## config.mk

```make
export PLATFORM = sky130hd
export DESIGN_NAME = irq_cause_bank
export DESIGN_NICKNAME = d
export VERILOG_FILES = /design/src/rtl/icb_pkg.sv /design/src/rtl/icb_rst_sync.sv /design/src/rtl/icb_group.sv /design/src/rtl/icb_summary.sv /design/src/rtl/icb_read_mux.sv /design/src/rtl/irq_cause_bank.sv
export SDC_FILE = /design/constraint.sdc
export NUM_CORES = 1
export LEC_CHECK = 0
export ABC_AREA = 1
export BUFFER_PORTS_ARGS = -buffer_cell sky130_fd_sc_hd__clkbuf_2
export CAP_MARGIN = 20
export CELL_PAD_IN_SITES_DETAIL_PLACEMENT = 1
export CELL_PAD_IN_SITES_GLOBAL_PLACEMENT = 2
export CORE_UTILIZATION = 37
export DETAILED_ROUTE_END_ITERATION = 6
export GPL_TIMING_DRIVEN = 0
export PLACE_DENSITY = 0.95
export SYNTH_ARGS = -nofsm -noshare
export SYNTH_HDL_FRONTEND = slang
export SYNTH_SLANG_ARGS = --single-unit
export TNS_END_PERCENT = 100
```

## constraint.sdc

```tcl
create_clock -name clk -period 18.4 [get_ports clk]
set_clock_uncertainty 0.05 [all_clocks]
set_input_delay 0.92 -clock clk [delete_from_list [all_inputs] [get_ports clk]]
set_output_delay 0.92 -clock clk [all_outputs]
set_load 0.1 [all_outputs]
```

## src/rtl/icb_pkg.sv

```systemverilog
package icb_pkg;
  // register offsets inside a cause group
  localparam logic [2:0] OFF_CAUSE = 3'd0;
  localparam logic [2:0] OFF_SET   = 3'd1;
  localparam logic [2:0] OFF_MSET  = 3'd2;
  localparam logic [2:0] OFF_MCLR  = 3'd3;
  localparam logic [2:0] OFF_MODE  = 3'd4;
  localparam logic [2:0] OFF_MVIEW = 3'd5;
  localparam logic [2:0] OFF_MVAL  = 3'd6;
  // register offsets inside the summary group
  localparam logic [2:0] OFF_SUM   = 3'd0;
  localparam logic [2:0] OFF_SMASK = 3'd1;

  typedef struct packed {
    logic       wr;
    logic       rd;
    logic [2:0] off;
  } acc_t;
endpackage

```

## src/rtl/icb_rst_sync.sv

```systemverilog
module icb_rst_sync (
  input  logic clk,
  input  logic rst_n,
  output logic rst_n_sync
);
  logic [1:0] sync_q;

  always_ff @(posedge clk or negedge rst_n) begin
    if (!rst_n) sync_q <= 2'b00;
    else        sync_q <= {sync_q[0], 1'b1};
  end

  assign rst_n_sync = sync_q[1];
endmodule

```

## src/rtl/icb_group.sv

```systemverilog
module icb_group
  import icb_pkg::*;
#(
  parameter int W = 32
) (
  input  logic         clk,
  input  logic         rst_n,
  input  logic         sel,
  input  acc_t         acc,
  input  logic [W-1:0] wdata,
  input  logic [W-1:0] hw_evt,
  output logic [W-1:0] rd_val,
  output logic [W-1:0] cause_o,
  output logic [W-1:0] mask_o,
  output logic         any_o
);
  logic [W-1:0] cause_q, cause_d;
  logic [W-1:0] mask_q, mask_d;
  logic [W-1:0] mode_q, mode_d;
  logic [W-1:0] set_v, clr_v;
  logic         cause_en, mask_en, mode_en;
  logic         wr_hit, rd_hit;

  always_comb begin
    wr_hit = sel & acc.wr;
    rd_hit = sel & acc.rd;

    set_v = hw_evt;
    if (wr_hit && acc.off == OFF_SET) set_v = set_v | wdata;

    clr_v = '0;
    if (rd_hit && acc.off == OFF_CAUSE) clr_v = clr_v | mode_q;
    if (wr_hit && acc.off == OFF_CAUSE) clr_v = clr_v | (wdata & ~mode_q);

    // set wins over clear
    cause_d  = (cause_q & ~clr_v) | set_v;
    cause_en = (|set_v) | (|clr_v);

    mask_en = wr_hit && (acc.off == OFF_MSET || acc.off == OFF_MCLR);
    mask_d  = (acc.off == OFF_MSET) ? (mask_q | wdata) : (mask_q & ~wdata);

    mode_en = wr_hit && (acc.off == OFF_MODE);
    mode_d  = wdata;
  end

  always_ff @(posedge clk or negedge rst_n) begin
    if (!rst_n) begin
      cause_q <= '0;
      mask_q  <= '1;
      mode_q  <= '0;
    end else begin
      if (cause_en) cause_q <= cause_d;
      if (mask_en)  mask_q  <= mask_d;
      if (mode_en)  mode_q  <= mode_d;
    end
  end

  always_comb begin
    case (acc.off)
      OFF_CAUSE: rd_val = cause_q;
      OFF_MODE:  rd_val = mode_q;
      OFF_MVIEW: rd_val = cause_q & ~mask_q;
      OFF_MVAL:  rd_val = mask_q;
      default:   rd_val = '0;
    endcase
  end

  assign cause_o = cause_q;
  assign mask_o  = mask_q;
  assign any_o   = |(cause_q & ~mask_q);
endmodule

```

## src/rtl/icb_summary.sv

```systemverilog
module icb_summary #(
  parameter int N_GRP = 3
) (
  input  logic             clk,
  input  logic             rst_n,
  input  logic [N_GRP-1:0] grp_any,
  input  logic             smask_wr,
  input  logic [N_GRP-1:0] smask_wdata,
  input  logic             sum_rd,
  output logic [N_GRP-1:0] sum_view,
  output logic [N_GRP-1:0] sum_q,
  output logic [N_GRP-1:0] smask_q,
  output logic             irq
);
  logic [N_GRP-1:0] sum_d, sum_clr;
  logic             sum_en;

  always_comb begin
    sum_view = sum_q & ~smask_q;
    sum_clr  = sum_rd ? sum_view : '0;
    // pending group re-latches over the read clear
    sum_d    = (sum_q & ~sum_clr) | grp_any;
    sum_en   = sum_rd | (|grp_any);
  end

  always_ff @(posedge clk or negedge rst_n) begin
    if (!rst_n) begin
      sum_q   <= '0;
      smask_q <= '1;
    end else begin
      if (sum_en)   sum_q   <= sum_d;
      if (smask_wr) smask_q <= smask_wdata;
    end
  end

  assign irq = |sum_view;
endmodule

```

## src/rtl/icb_read_mux.sv

```systemverilog
module icb_read_mux
  import icb_pkg::*;
#(
  parameter int N_GRP  = 3,
  parameter int W      = 32,
  parameter int ADDR_W = 5
) (
  input  logic               clk,
  input  logic               rst_n,
  input  logic               rd_en,
  input  logic [ADDR_W-1:0]  addr,
  input  logic [N_GRP*W-1:0] grp_vals,
  input  logic [N_GRP-1:0]   sum_view,
  input  logic [N_GRP-1:0]   smask_q,
  output logic [W-1:0]       rdata
);
  localparam int GAW = ADDR_W - 3;

  logic [GAW-1:0] grp_idx;
  logic [2:0]     off;
  logic [W-1:0]   rd_d;

  always_comb begin
    grp_idx = addr[ADDR_W-1:3];
    off     = addr[2:0];
    rd_d    = '0;
    for (int g = 0; g < N_GRP; g++) begin
      if (grp_idx == GAW'(g)) rd_d = grp_vals[g*W +: W];
    end
    if (grp_idx == GAW'(N_GRP)) begin
      if (off == OFF_SUM) begin
        rd_d[N_GRP-1:0] = sum_view;
      end else if (off == OFF_SMASK) begin
        rd_d            = '1;
        rd_d[N_GRP-1:0] = smask_q;
      end
    end
  end

  always_ff @(posedge clk or negedge rst_n) begin
    if (!rst_n)     rdata <= '0;
    else if (rd_en) rdata <= rd_d;
  end
endmodule

```

## src/rtl/irq_cause_bank.sv

```systemverilog
module irq_cause_bank
  import icb_pkg::*;
#(
  parameter int N_GRP  = 3,
  parameter int W      = 32,
  parameter int ADDR_W = $clog2(N_GRP + 1) + 3
) (
  input  logic               clk,
  input  logic               rst_n,
  input  logic               wr_en,
  input  logic               rd_en,
  input  logic [ADDR_W-1:0]  addr,
  input  logic [W-1:0]       wdata,
  input  logic [N_GRP*W-1:0] hw_evt,
  output logic [W-1:0]       rdata,
  output logic               irq
);
  localparam int GAW = ADDR_W - 3;

  logic               rst_n_sync;
  acc_t               acc;
  logic [GAW-1:0]     grp_idx;
  logic               top_sel;
  logic [N_GRP*W-1:0] grp_vals;
  logic [N_GRP*W-1:0] cause_all;
  logic [N_GRP*W-1:0] mask_all;
  logic [N_GRP-1:0]   grp_any;
  logic [N_GRP-1:0]   sum_view;
  logic [N_GRP-1:0]   sum_all;
  logic [N_GRP-1:0]   smask_all;

  icb_rst_sync u_rst (
    .clk        (clk),
    .rst_n      (rst_n),
    .rst_n_sync (rst_n_sync)
  );

  always_comb begin
    acc.wr  = wr_en;
    acc.rd  = rd_en;
    acc.off = addr[2:0];
    grp_idx = addr[ADDR_W-1:3];
    top_sel = (grp_idx == GAW'(N_GRP));
  end

  for (genvar g = 0; g < N_GRP; g++) begin : gen_grp
    icb_group #(.W(W)) u_grp (
      .clk     (clk),
      .rst_n   (rst_n_sync),
      .sel     (grp_idx == GAW'(g)),
      .acc     (acc),
      .wdata   (wdata),
      .hw_evt  (hw_evt[g*W +: W]),
      .rd_val  (grp_vals[g*W +: W]),
      .cause_o (cause_all[g*W +: W]),
      .mask_o  (mask_all[g*W +: W]),
      .any_o   (grp_any[g])
    );
  end

  icb_summary #(.N_GRP(N_GRP)) u_sum (
    .clk         (clk),
    .rst_n       (rst_n_sync),
    .grp_any     (grp_any),
    .smask_wr    (wr_en && top_sel && addr[2:0] == OFF_SMASK),
    .smask_wdata (wdata[N_GRP-1:0]),
    .sum_rd      (rd_en && top_sel && addr[2:0] == OFF_SUM),
    .sum_view    (sum_view),
    .sum_q       (sum_all),
    .smask_q     (smask_all),
    .irq         (irq)
  );

  icb_read_mux #(.N_GRP(N_GRP), .W(W), .ADDR_W(ADDR_W)) u_rd (
    .clk      (clk),
    .rst_n    (rst_n_sync),
    .rd_en    (rd_en),
    .addr     (addr),
    .grp_vals (grp_vals),
    .sum_view (sum_view),
    .smask_q  (smask_all),
    .rdata    (rdata)
  );
endmodule

```

== Word level (Yosys, flattened, before mapping) ==
Index checks and enable logic that the tools add are counted.

* Bits in registers: 328
* Bits in latches: 0
* RAM bits: 0
* Memory bits (read-only): 0
* Bits of input ports: 137
* Output and inout bits: 33
* Memories: 0

* Add/subtract/negate cells: 0
* Multiply operators: 0
* Divide/modulo/power cells: 0
* Magnitude comparators: 0
* Equality and inequality tests: 9
* Shift operators: 0
* Mux-type cells: 23
* Bitwise operators: 49
* Reduce and logical (&&, ||, !) cells: 33

{| class="wikitable"
|+ Operator list
! cell !! number
|-
| $mux W32 || 17
|-
| $and A32 B32 Y32 || 12
|-
| $or A32 B32 Y32 || 12
|-
| $pmux W32 S4 || 3
|-
| $not A32 Y32 || 10
|-
| $reduce_or A32 Y1 || 9
|-
| $reduce_or A96 Y1 || 1
|-
| $mux W29 || 1
|-
| $logic_and A1 B1 Y1 || 19
|-
| $eq A3 B3 Y1 const B || 3
|-
| $and A1 B1 Y1 || 6
|-
| $and A3 B3 Y3 || 2
|-
| $eq A3 B2 Y1 const B || 2
|-
| $mux W3 || 2
|-
| $not A3 Y3 || 2
|-
| $eq A2 B2 Y1 const B || 2
|-
| $or A1 B1 Y1 || 4
|-
| $eq A3 B1 Y1 const B || 1
|-
| $logic_not A3 Y1 || 1
|-
| $or A3 B3 Y3 || 1
|-
| $reduce_or A3 Y1 || 1
|-
| $eq A2 B1 Y1 const B || 1
|-
| $logic_not A2 Y1 || 1
|-
| $logic_or A1 B1 Y1 || 1
|}

== Longest topological paths before layout ==
Gate-level depths: netlist of the first run.

* Depth after elaboration: 9
* Depth in mapped cells: 13
* Mapped depth without buffers: 11

== Modules after synthesis ==
Synthesis of the first run repeated with hierarchy kept, for this count alone.

* Cells, all modules: 2833
* Area, all modules: 19383.6 µm²

{| class="wikitable"
|+ Modules (own cells, without submodules)
! module !! instances !! cells an instance !! area an instance (µm²) !! seq. area each (µm²)
|-
| icb_group at gen_grp[1].u_grp ... || 2 || 822 || 5656.7 || 2442.3
|-
| icb_group at gen_grp[0].u_grp || 1 || 822 || 5641.7 || 2442.3
|-
| icb_read_mux || 1 || 317 || 2054.5 || 800.8
|-
| icb_summary || 1 || 34 || 264.0 || 153.9
|-
| irq_cause_bank || 1 || 13 || 56.3 || 0.0
|-
| icb_rst_sync || 1 || 3 || 53.8 || 50.0
|}

== Worst setup path after synthesis of the first run ==
No wires, ideal clock.

* Kind: register -> output
* Start: register u_sum.smask_q[0]
* End: output port irq
* Data arrival time: 1332 ps
* Setup slack: 16098 ps
* Stages on the path, launching flop included: 3
* Buffers on the path: 0
* Cell sequence: dfstp_2 -> nor2_1 -> or3_1

* Cells in the longest elaborated chain, start to end: 3

{| class="wikitable"
|+ Ends and longest elaborated chain
! what !! line !! text
|-
| from (decl) || icb_summary.sv:12 || <nowiki>output logic [N_GRP-1:0] smask_q,</nowiki>
|-
| from (signal assigned) || icb_summary.sv:32 || <nowiki>if (smask_wr) smask_q <= smask_wdata;</nowiki>
|-
| $not A3 Y3 || icb_summary.sv:19 || <nowiki>sum_view = sum_q & ~smask_q;</nowiki>
|-
| $and A3 B3 Y3 || icb_summary.sv:19 ||
|-
| $reduce_or A3 Y1 || icb_summary.sv:36 || <nowiki>assign irq = |sum_view;</nowiki>
|-
| to (decl) || irq_cause_bank.sv:16 || <nowiki>output logic irq</nowiki>
|}

Every way passes these cells.

== Final worst setup path of the first run ==
* Start: input port addr[3]
* End: register gen_grp[1].u_grp.cause_q[25]

* Cells in the longest elaborated chain, start to end: 9
* Elaborated cells between the ends (all ways): 16

{| class="wikitable"
|+ Ends and longest elaborated chain
! what !! line !! text
|-
| from (decl) || irq_cause_bank.sv:12 || <nowiki>input logic [ADDR_W-1:0] addr,</nowiki>
|-
| $eq A2 B1 Y1 (*) || irq_cause_bank.sv:50 || <nowiki>.sel (grp_idx == GAW'(g)),</nowiki>
|-
| parallel branches: the longest is 8 deep, another holds $mux W32 || -- ||
|-
| to (signal assigned) || icb_group.sv:52 || <nowiki>if (cause_en) cause_q <= cause_d;</nowiki>
|-
| to (decl) || icb_group.sv:17 || <nowiki>logic [W-1:0] cause_q, cause_d;</nowiki>
|}

Mark *: on every way between the ends.
A chain may end at the register's enable or synchronous reset.

==> impl_metrics.csv, run 1 <==
group,metric,value,unit
placed_design,gp_congestion,0.970,
grt,grt_start_max_net_pins,64,
grt,grt_pass1_wl,139000,um
cts,cts_tree,"done",
floorplan,die_w,229,um
cts,post_cts_resized,0,
cts,cts.sinks,328,
route,drt_iter0_drc,2085,
critical_path,path_depth,7,
sta,max_slew_margin,0.160,
flow_run,drv_cap,0,
floorplan,core_area,0.0505,mm^2
synthesis,ys_types,35,
critical_path,worstPathCellList,"buf_2 > inv_2 > nor2_1 > nand2_2 > buf_2 > o221ai_1 > nand2_1",
route,drc,0,
cts,cts_setup_buffers,0,
cts,path_clk_slew,0.06,ns
synthesis,ys_seq_area_frac,0.438,
synthesis,synth-edff-count,0,
synthesis,muxShareOfSynthArea,0,
placed_design,port_buffers,150,
cts,ctsHoldBuffers,0,
sta,post-route-period-util,0.165,
route,drtAntennaViolNets,0,
sta,grt_setup_unrepaired,"false",
floorplan,num_rows,82,
synthesis,synth-compound-area-share,0.151,
route,routed_wl,94600,um
critical_path,worst-path-buf-inv,3,
grt,grt_pass1_vias,21700,
power_and_ir_drop,pwr_density_cell,100,mW/mm^2
critical_path,rrSetupSlack,16.00,ns
grt,antenna_found_initial,2,
sta,fin_setup_tns,0,ns
synthesis,synthCells,2763,
cells_and_area,fill_cells,6596,
hold_path,hp-class,"input pin to async pin",
cells_and_area,final_common_cell,"nand2_1",
placed_design,dp_cells,3591,
synthesis,syn-cell-area,0.0190,mm^2
sta,worst_pin_slew,1.26,ns
floorplan,start_util,0.377,
critical_path,critPathTopFamily,"simple AND/OR/NAND/NOR gates",
cts,cts_buffers,42,
synthesis,synth_flop_cell,"dfrtp_1",
critical_path,critPathLaunchType,"input pin",
cells_and_area,layout.cells.non_filler,3670,
critical_path,crit_fanout,10,
critical_path,arrival,3.45,ns
route,drtPass1Iterations,5,
synthesis,synth_top_family_by_area,"simple AND/OR/NAND/NOR gates",
critical_path,slowest_delay,0.91,ns
synthesis,synth_xor_area_frac,0,
sta,finalMaxSlewViolations,0,
critical_path,crit_path_end_kind,"register",
power_and_ir_drop,ir_drop,0.0741,mV
critical_path,worst-r2r-cell-count,5,
sta,finalCriticalPeriod,3.04,ns
cells_and_area,syn2layout_area_growth,16.6,%
synthesis,synth-adder-area-share,0,
synthesis,ys_async_sr_fraction,1.00,
critical_path,r2r_end,"u_sum.sum_q[2]",
critical_path,slowest_stage,"nor2_1",
route,vias,21100,
outcome,status,"finished, final reports clean",
cells_and_area,drive_above_1_share,0.141,
route,viasPerCell,5.74,
sta,setup_violations,0,
synthesis,syn_avg_cell_area,6.88,um^2
synthesis,synth-simple-area-share,0.302,
floorplan,top_level_ports,170,
critical_path,critical_path_class,"input pin to register",
cells_and_area,final_nets,3100,
cts,h-tree-depth,2,
cells_and_area,multi_input_area,0.00862,mm^2
floorplan,dieHeight,229,um
synthesis,yosys_warnings,0,
route,wire_per_inst,25.8,um
grt,grt_overflow_total,0,
cts,clk_latency,0.59,ns
cts,cts_root_buf,"clkbuf_16",
cells_and_area,register_area,0.00834,mm^2
grt,grt.total_usage,0.362,
synthesis,ys_ff_latch,328,
synthesis,synthesis.nets,2900,
cells_and_area,final_cell_mix,"nand2_1 (722), nor2_1 (392), inv_1 (326), nand3_1 (246), dfrtp_1 (228)",
sta,finalHoldViolations,0,
cts,cts_buffer_depth,3,
placed_design,dp_hpwl,67400,um
sta,fmax,0.329,GHz
critical_path,worstPathRequired,18.81,ns
critical_path,cpMostUsedCell,"buf_2",
floorplan,die-area,0.0523,mm^2
power_and_ir_drop,p_leak,10.9,nW
## through the flow
step / cell area (um^2) / power, W / util / setup WS, ns / hold slack, ns
floorplan: 19000 / 0.00120 / - / 8.70 / 0.281
global placement: 20600 / 0.00133 / 0.408 / 4.01 / 0.287
detailed placement: 20800 / 0.00136 / 0.412 / 15.00 / 0.185
CTS: 22200 / 0.00221 / 0.439 / 15.43 / 0.0237
global route: 22200 / 0.00230 / 0.439 / 15.41 / 0.0400
finish: 22200 / 0.00222 / 0.439 / 15.36 / 0.0488
## cell usage after synthesis, types with 2 or more instances
master	n	area, um^2
nand2_1	722	2710
nor2_1	392	1470
inv_1	326	1220
nand3_1	246	1230
dfrtp_1	229	5730
a21oi_1	165	826
o21ai_0	160	801
dfstp_2	99	2600
clkbuf_1	91	342
buf_2	74	370
a31oi_1	64	400
o21ai_1	34	170
o31ai_1	33	248
nand4_1	26	163
o221ai_1	24	210
o211ai_1	19	143
inv_2	9	33.8
o22ai_1	8	50.1
buf_1	7	26.3
nor3_1	6	30.0
buf_4	5	37.5
nor2_2	4	25.0
nand3b_1	3	22.5
nor2_4	3	33.8
buf_6	2	22.5
nand2_2	2	12.5
o2111ai_1	2	17.5
## area by class of cell
type | instances | share of cell area
Antenna cell | 2 | 0.000226
Buffer | 179 | 0.0360
Sequential cell | 328 | 0.376
Inverter | 337 | 0.0572
Multi-Input combinational cell | 1919 | 0.389
Timing Repair Buffer | 156 | 0.0413
Clock inverter | 6 | 0.00248
Tap cell | 672 | 0.0379
Clock buffer | 71 | 0.0602
## per-layer routing
metal  part of all wire  vias to the layer above  track usage
li1                   -                     9279            -
met1               0.42                    10600        0.477
met2               0.45                      947        0.575
met3              0.081                      261       0.0623
met4              0.051                        0        0.173
met5                  0                        -            0
## cell families after synthesis
| kind of cell | Yosys count |
|---|---|
| compound gates | 509 |
| buf+inv | 516 |
| other cells | 1 |
| simple gates | 1409 |
| flops | 328 |
## power by group
part	internal (W)	switching, W	leakage, nW	total, W
clock	0.000505	0.000352	0.685	0.000856
combinational	0.000117	0.000331	6.69	0.000448
sequential	0.000840	0.0000716	3.56	0.000912
## worst max path at each step
| stage | from | to | slack, ns |
|---|---|---|---|
| 2_1_floorplan | u_rst.sync_q[1] | gen_grp[0].u_grp.cause_o[0] | 8.70 |
| 3_5_place_dp | addr[3] | gen_grp[1].u_grp.cause_o[8] | 15.00 |
| 5_1_grt | u_sum.smask_q[0] | irq | 15.41 |
| 3_3_place_gp | u_rst.sync_q[1] | gen_grp[1].u_grp.cause_o[30] | 4.01 |
| 6_report | addr[3] | gen_grp[1].u_grp.cause_o[25] | 15.36 |
| 4_1_cts | u_sum.smask_q[0] | irq | 15.43 |
Note: power is estimated with default switching activity, not from simulation.
==> run 2, diff against run 1 <==
--- a/config.mk
+++ b/config.mk
@@ -5,15 +5,15 @@
 export SDC_FILE = /design/constraint.sdc
 export NUM_CORES = 1
 export LEC_CHECK = 0
-export ABC_AREA = 1
+export ABC_AREA = 0
 export BUFFER_PORTS_ARGS = -buffer_cell sky130_fd_sc_hd__clkbuf_2
 export CAP_MARGIN = 20
 export CELL_PAD_IN_SITES_DETAIL_PLACEMENT = 1
 export CELL_PAD_IN_SITES_GLOBAL_PLACEMENT = 2
-export CORE_UTILIZATION = 37
+export CORE_UTILIZATION = 38
 export DETAILED_ROUTE_END_ITERATION = 6
 export GPL_TIMING_DRIVEN = 0
-export PLACE_DENSITY = 0.95
+export PLACE_DENSITY = 0.89
 export SYNTH_ARGS = -nofsm -noshare
 export SYNTH_HDL_FRONTEND = slang
 export SYNTH_SLANG_ARGS = --single-unit
==> constraint.sdc (replaced) <==
create_clock -name clk -period 3.15 [get_ports clk]
set_clock_uncertainty 0.05 [all_clocks]
set_input_delay 0.1575 -clock clk [delete_from_list [all_inputs] [get_ports clk]]
set_output_delay 0.1575 -clock clk [all_outputs]
set_load 0.1 [all_outputs]
==> run 2 against run 1 <==
  * Clock power rose to 5.6 times the previous value
  * Sequential cell count unchanged
  * Non-clock buffer count rose by 245
  * Power grew to 6.2 times the previous value
  * Worst hold slack better by 0.12 ns
  * Final cell count down 18%
  * Register-to-register slack got worse by 15 ns
  * Critical path type unchanged
==> impl_metrics.csv, run 2 <==
group,metric,value,unit
sta,grt_setup_unrepaired,"false",
cells_and_area,multi_input_area,0.00909,mm^2
sta,worst_pin_slew,1.31,ns
critical_path,rrSetupSlack,0.94,ns
sta,finalWorstSetupSlack,0.0543,ns
critical_path,r2r_end,"u_sum.sum_q[2]",
sta,fin_setup_tns,0,ns
route,routed_wl,103000,um
critical_path,crit_fanout,10,
cts,cts_buffers,40,
cells_and_area,layout.cells.non_filler,2998,
critical_path,crit_path_end_kind,"register",
synthesis,netlist_top_cells_area,"dfrtp_1 (31%), dfstp_2 (14%), a21oi_1 (7.6%), nand2_1 (4.7%), a31oi_1 (3.5%)",
sta,setup_violations,0,
floorplan,num_rows,80,
route,viasPerCell,6.70,
route,drt_iter0_drc,2563,
power_and_ir_drop,p_leak,9.44,nW
grt,grt_overflow_total,0,
synthesis,synth_flop_cell,"dfrtp_1",
power_and_ir_drop,ir_drop,0.433,mV
synthesis,syn-cell-area,0.0184,mm^2
cts,ctsHoldBuffers,221,
grt,grt_pass1_wl,146000,um
grt,met3_usage,0.0985,
sta,finalCriticalPeriod,3.10,ns
sta,post-route-period-util,0.983,
grt,met1_usage,0.551,
grt,grt_pass1_vias,20300,
sta,max_slew_margin,0.126,
grt,antenna_found_initial,3,
route,drc,0,
cells_and_area,final_common_cell,"a21oi_1",
synthesis,synth_common_cells,"a21oi_1 (280), nand2_1 (231), dfrtp_1 (229)",
synthesis,ys_types,67,
cells_and_area,drive_above_1_share,0.220,
synthesis,yosys.area.top_type,"dfrtp_1",
route,wire_per_inst,34.4,um
cells_and_area,final_nets,2487,
placed_design,dp_hpwl,70200,um
floorplan,top_level_ports,170,
critical_path,critPathLaunchType,"input pin",
route,drtAntennaViolNets,0,
critical_path,worst-r2r-cell-count,4,
cts,h-tree-depth,2,
cells_and_area,final_cell_mix,"a21oi_1 (280), nand2_1 (231), dfrtp_1 (228), dlygate4sd3_1 (221), clkbuf_2 (167)",
cts,clk_latency,0.61,ns
placed_design,pre_cts_slack,0.143,ns
hold_path,hp-class,"register to async pin",
floorplan,dieHeight,222,um
sta,fmax,0.323,GHz
grt,met2_usage,0.616,
synthesis,ys_async_sr_fraction,1.00,
grt,grt.total_usage,0.414,
flow_run,drv_cap,0,
synthesis,post-synth-top-count-cell,"a21oi_1",
synthesis,yosys_warnings,0,
placed_design,port_buffers,167,
floorplan,start_util,0.386,
cells_and_area,register_area,0.00834,mm^2
cts,post_cts_resized,0,
grt,grt_start_max_net_pins,67,
critical_path,critical_path_class,"input pin to register",
cells_and_area,fill_cells,5399,
outcome,status,"finished, final reports clean",
floorplan,die-area,0.0494,mm^2
synthesis,synth_top_area_share,0.311,
cells_and_area,syn2layout_area_growth,28.8,%
placed_design,dp_cells,2701,
critical_path,arrival,3.58,ns
route,drtPass1Iterations,5,
cts,path_clk_slew,0.06,ns
cts,cts_buffer_depth,3,
route,vias,20100,
synthesis,ys_seq_area_frac,0.452,
floorplan,core_area,0.0477,mm^2
floorplan,die_w,222,um
sta,finalMaxSlewViolations,0,
synthesis,synthCells,1913,
synthesis,synth-edff-count,0,
synthesis,syn_avg_cell_area,9.63,um^2
cts,cts_root_buf,"clkbuf_16",
sta,finalHoldViolations,0,
critical_path,worstPathRequired,3.63,ns
grt,busiest_layer,"met2",
cts,cts.sinks,328,
synthesis,ys_ff_latch,328,
power_and_ir_drop,pwr_density_cell,579,mW/mm^2
synthesis,synthesis.nets,2050,
placed_design,gp_congestion,1.02,
cts,cts_tree,"done",
cts,cts_setup_buffers,0,
-- run 2: cell types whose count changed after synthesis, sizes merged, moves of 85 or more --
cell and change:
nand3 -237, inv -304, mux2 +102, nand2b +85, nand2 -492, nor2 -385, a21oi +115, o21ai -149
-- run 2: cell families (layout without fill, tap and decap cells) --
group	Yosys count	count (layout)	share of synthesized area
compound gates	748	748	0.267
flops	328	328	0.452
simple gates	471	471	0.133
buf+inv	218	687	0.0546
other cells	1	2	0.000204
mux	147	147	0.0929
-- run 2: how the worst max path moves through the flow --
stage,depth (start not counted),to,start
after global routing,9,gen_grp[1].u_grp.cause_o[11],addr[0]
after floorplan,0,gen_grp[0].u_grp.cause_o[0],u_rst.sync_q[1]
after CTS,9,gen_grp[1].u_grp.cause_o[8],rd_en
after global placement,0,gen_grp[1].u_grp.cause_o[1],u_rst.sync_q[1]
after detailed placement,7,register,addr[0]
final,9,gen_grp[1].u_grp.cause_o[19],addr[0]
-- run 2: report_power, final --
part / switching [W] / leakage (nW) / internal (W)
Sequential: 0.000719 / 3.56 / 0.00505
Clock: 0.00207 / 0.652 / 0.00275
Combinational: 0.00199 / 5.23 / 0.00115
-- run 2: area by class of cell --
| cell class | count | share of cell area |
|---|---|---|
| Antenna cell | 1 | 0.000105 |
| Buffer | 185 | 0.0372 |
| Clock buffer | 62 | 0.0513 |
| Clock inverter | 12 | 0.00432 |
| Inverter | 33 | 0.00522 |
| Multi-Input combinational cell | 1367 | 0.383 |
| Sequential cell | 328 | 0.351 |
| Tap cell | 615 | 0.0324 |
| Timing Repair Buffer | 395 | 0.135 |
-- run 2: critical path, stage by stage --
cell	delay [ns]
buf_2	0.18
buf_2	0.45
buf_4	0.36
nand3_1	0.19
nor2_1	0.54
clkbuf_1	0.79
a21oi_1	0.21
nand2_1	0.12
dlygate4sd3_1	0.55
-- run 2: routing by layer --
layer  vias up  routed length [um]
met5         -                  31
met4         4                6040
met3       324               10400
met2      1252               44600
met1     10400               42000
li1       8094                   -
-- run 2: stage by stage --
stage | hold slack (ns) | util | instance area (um^2) | power [W]
finish | 0.168 | 0.497 | 23700 | 0.0137
global route | 0.187 | 0.497 | 23700 | 0.0140
CTS | 0.169 | 0.497 | 23700 | 0.0135
detailed placement | -0.105 | 0.423 | 20200 | 0.00865
global placement | -0.107 | 0.420 | 20000 | 0.00851
floorplan | -0.188 | - | 18400 | 0.00743
==> run 3, diff against run 2 <==
--- a/config.mk
+++ b/config.mk
@@ -10,11 +10,12 @@
 export CAP_MARGIN = 20
 export CELL_PAD_IN_SITES_DETAIL_PLACEMENT = 1
 export CELL_PAD_IN_SITES_GLOBAL_PLACEMENT = 2
-export CORE_UTILIZATION = 38
+export CORE_UTILIZATION = 39
 export DETAILED_ROUTE_END_ITERATION = 6
 export GPL_TIMING_DRIVEN = 0
-export PLACE_DENSITY = 0.89
+export PLACE_DENSITY = 0.9
 export SYNTH_ARGS = -nofsm -noshare
 export SYNTH_HDL_FRONTEND = slang
+export SYNTH_HIERARCHICAL = 1
 export SYNTH_SLANG_ARGS = --single-unit
 export TNS_END_PERCENT = 100
==> run 3 against run 2 <==
  * Sequential share of layout area grew 1.9 points
  * Worst setup slack gained 0.38 ns
  * Sequential power shrank 6.4%
  * Design area shrank 5.2%
  * Critical path type unchanged
  * Largest power group unchanged
==> impl_metrics.csv, run 3 <==
group,metric,value,unit
critical_path,arrival,3.11,ns
sta,finalHoldViolations,0,
cells_and_area,layout.cells.non_filler,2840,
cells_and_area,n_antenna_cell,0,
power_and_ir_drop,ir_drop,0.394,mV
synthesis,netlist_top_cells_area,"dfrtp_1 (31%), dfstp_2 (14%), a32oi_1 (8.9%), mux2i_1 (7.6%), a221o_1 (5.2%)",
critical_path,crit_fanout,10,
power_and_ir_drop,pwr_density_cell,579,mW/mm^2
critical_path,worst-r2r-cell-count,5,
hold_path,min_from,"wdata[15]",
synthesis,ys_types,46,
cells_and_area,final_nets,2340,
synthesis,yosys.area.top_type,"dfrtp_1",
placed_design,gp_congestion,0.928,
route,routed_wl,74500,um
synthesis,syn-cell-area,0.0183,mm^2
floorplan,die-area,0.0478,mm^2
synthesis,syn_avg_cell_area,9.77,um^2
sta,setup_violations,0,
placed_design,port_buffers,169,
synthesis,synth_common_cells,"dfrtp_1 (229), a32oi_1 (187), nand2_1 (185)",
flow_run,drv_cap,0,
route,viasPerCell,6.17,
route,top_layer_used,"met4",
placed_design,dp_cells,2656,
cells_and_area,drive_above_1_share,0.194,
grt,grt_pass1_vias,18300,
grt,grt_overflow_total,0,
synthesis,synth_top_area_share,0.313,
critical_path,worstPathCellList,"clkbuf_2 > buf_2 > clkbuf_1 > nor2_1 > clkbuf_1 > a32oi_1 > o21ai_0 > mux4_2 > a22o_1",
sta,fmax,0.369,GHz
critical_path,slowest_stage,"clkbuf_1",
cells_and_area,syn2layout_area_growth,22.9,%
synthesis,synth-edff-count,0,
critical_path,cp-startpoint,"addr[0]",
route,drtPass1Iterations,6,
synthesis,yosys_warnings,6,
placed_design,dp_hpwl,54400,um
power_and_ir_drop,p_leak,9.83,nW
synthesis,synthesis.nets,2011,
route,drc,0,
floorplan,top_level_ports,170,
route,met3_length,4830,um
synthesis,synthCells,1874,
placed_design,dpl_cell_area,0.0201,mm^2
critical_path,critPathTopFamily,"buffers and inverters",
critical_path,cpMostUsedCell,"clkbuf_1",
sta,max_slew_margin,0.321,
cells_and_area,final_cell_mix,"dfrtp_1 (228), a32oi_1 (187), nand2_1 (185), inv_1 (184), o21ai_0 (177)",
critical_path,critical_path_class,"input pin to register",
cts,clk_latency,0.58,ns
cts,path_clk_slew,0.06,ns
sta,post-route-period-util,0.861,
floorplan,num_rows,79,
floorplan,core_area,0.0465,mm^2
cells_and_area,final_area,0.0225,mm^2
cts,cts_buffers,40,
grt,grt_start_max_net_pins,58,
critical_path,slowest_delay,0.62,ns
critical_path,critPathLaunchType,"input pin",
grt,grt.total_usage,0.314,
route,wirelength_met1,31700,um
route,vias,17500,
critical_path,rrSetupSlack,0.60,ns
sta,finalMaxSlewViolations,0,
route,drt_iter0_drc,1672,
sta,grt_setup_unrepaired,"false",
route,wire_per_inst,26.2,um
floorplan,start_util,0.394,
hold_path,worstHoldPathCells,3,
synthesis,ys_seq_area_frac,0.455,
cells_and_area,final_common_cell,"dfrtp_1",
floorplan,dieHeight,219,um
grt,grt_pass1_wl,113000,um
cts,cts_buffer_depth,3,
synthesis,synth_flop_cell,"dfrtp_1",
sta,finalCriticalPeriod,2.71,ns
cts,cts.sinks,328,
synthesis,post-synth-top-count-cell,"dfrtp_1",
critical_path,worstPathRequired,3.55,ns
cts,cts_tree,"done",
critical_path,crit_path_end_kind,"register",
synthesis,ys_ff_latch,328,
cts,post_cts_resized,0,
synthesis,ys_async_sr_fraction,1.00,
hold_path,hp-class,"input pin to register",
outcome,status,"finished, final reports clean",
floorplan,die_w,219,um
grt,antenna_found_initial,0,
cts,h-tree-depth,2,
critical_path,worst-path-buf-inv,4,
critical_path,r2r_end,"u_sum/sum_q[0]",
route,wl_met2,35400,um
sta,worst_pin_slew,0.992,ns
cts,cts_root_buf,"clkbuf_16",
route,drtAntennaViolNets,0,
sta,hold_slack,0.0303,ns
run 3: cell types whose count changed after synthesis, sizes merged, moves of 84 or more:
| cell | change |
|---|---|
| a21oi | -231 |
| a32oi | +187 |
| inv | +152 |
| mux2 | -87 |
| mux2i | +94 |
| nor2 | +84 |
| o21ai | +132 |
run 3: worst max-delay path by stage:
stage	endpoint	slack, ns	cells past startpoint
after floorplan	gen_grp[0].u_grp/cause_o[0]	-0.1	0
after global placement	gen_grp[0].u_grp/mode_q[8]	-1.57	0
after detailed placement	u_rd/rdata[2]	-0.04	9
after CTS	u_rd/rdata[2]	0.54	9
after global routing	u_rd/rdata[2]	0.40	9
final	u_rd/rdata[2]	0.44	9
run 3: cell type report:
cell class	count	area (um^2)
Tap cell	607	759
Multi-Input combinational cell	1222	8520
Buffer	140	767
Sequential cell	328	8340
Fill cell	5301	24000
Clock inverter	8	65.1
Clock buffer	64	1240
Inverter	184	691
Timing Repair Buffer	287	2120
run 3: logic make-up after synthesis:
group | synth area share
AO/OA/AOI/OAI | 0.264
buffers and inverters | 0.0796
flip-flops | 0.455
multiplexers | 0.0889
other | 0.000205
AND/OR/NAND/NOR | 0.112
run 3: power by group:
part / total [W] / leakage, nW / internal (W) / switching (W)
sequential: 0.00540 / 3.43 / 0.00501 / 0.000389
combinational: 0.00294 / 5.75 / 0.000942 / 0.00200
clock: 0.00468 / 0.652 / 0.00277 / 0.00191
total: 0.0130 / 9.83 / 0.00872 / 0.00430
run 3: what timing repair did:
item | in CTS | in global routing
hold buffers | 112 | 0
buffers inserted | 0 | 0
endpoints found under the setup margin | 0 | 0
hold endpoints to repair | 140 | 0
run 3: layer usage:
metal / global-route usage / vias to the layer above
li1: - / 7645
met1: 0.420 / 9034
met2: 0.514 / 698
met3: 0.0480 / 146
met4: 0.116 / 0
met5: 0 / -
run 3: metrics by stage:
stage          utilization  worst slack (ns)  power (W)  TNS, ns
3_3_place_gp         0.429             -1.57    0.00804  -382.36
4_1_cts              0.484             0.544     0.0130        0
2_1_floorplan            -           -0.0954    0.00718   -21.66
5_1_grt              0.484             0.402     0.0135        0
6_report             0.484             0.439     0.0130        0
3_5_place_dp         0.432           -0.0355    0.00822  -0.0355
run 3: worst reg2reg max path: stages, from the launching register on:
cell	delay (ns)
dfstp_2	0.55
nor2b_1	0.09
a2111o_1	0.38
a2111oi_0	0.63
nand4_1	0.45
a21o_1	0.28
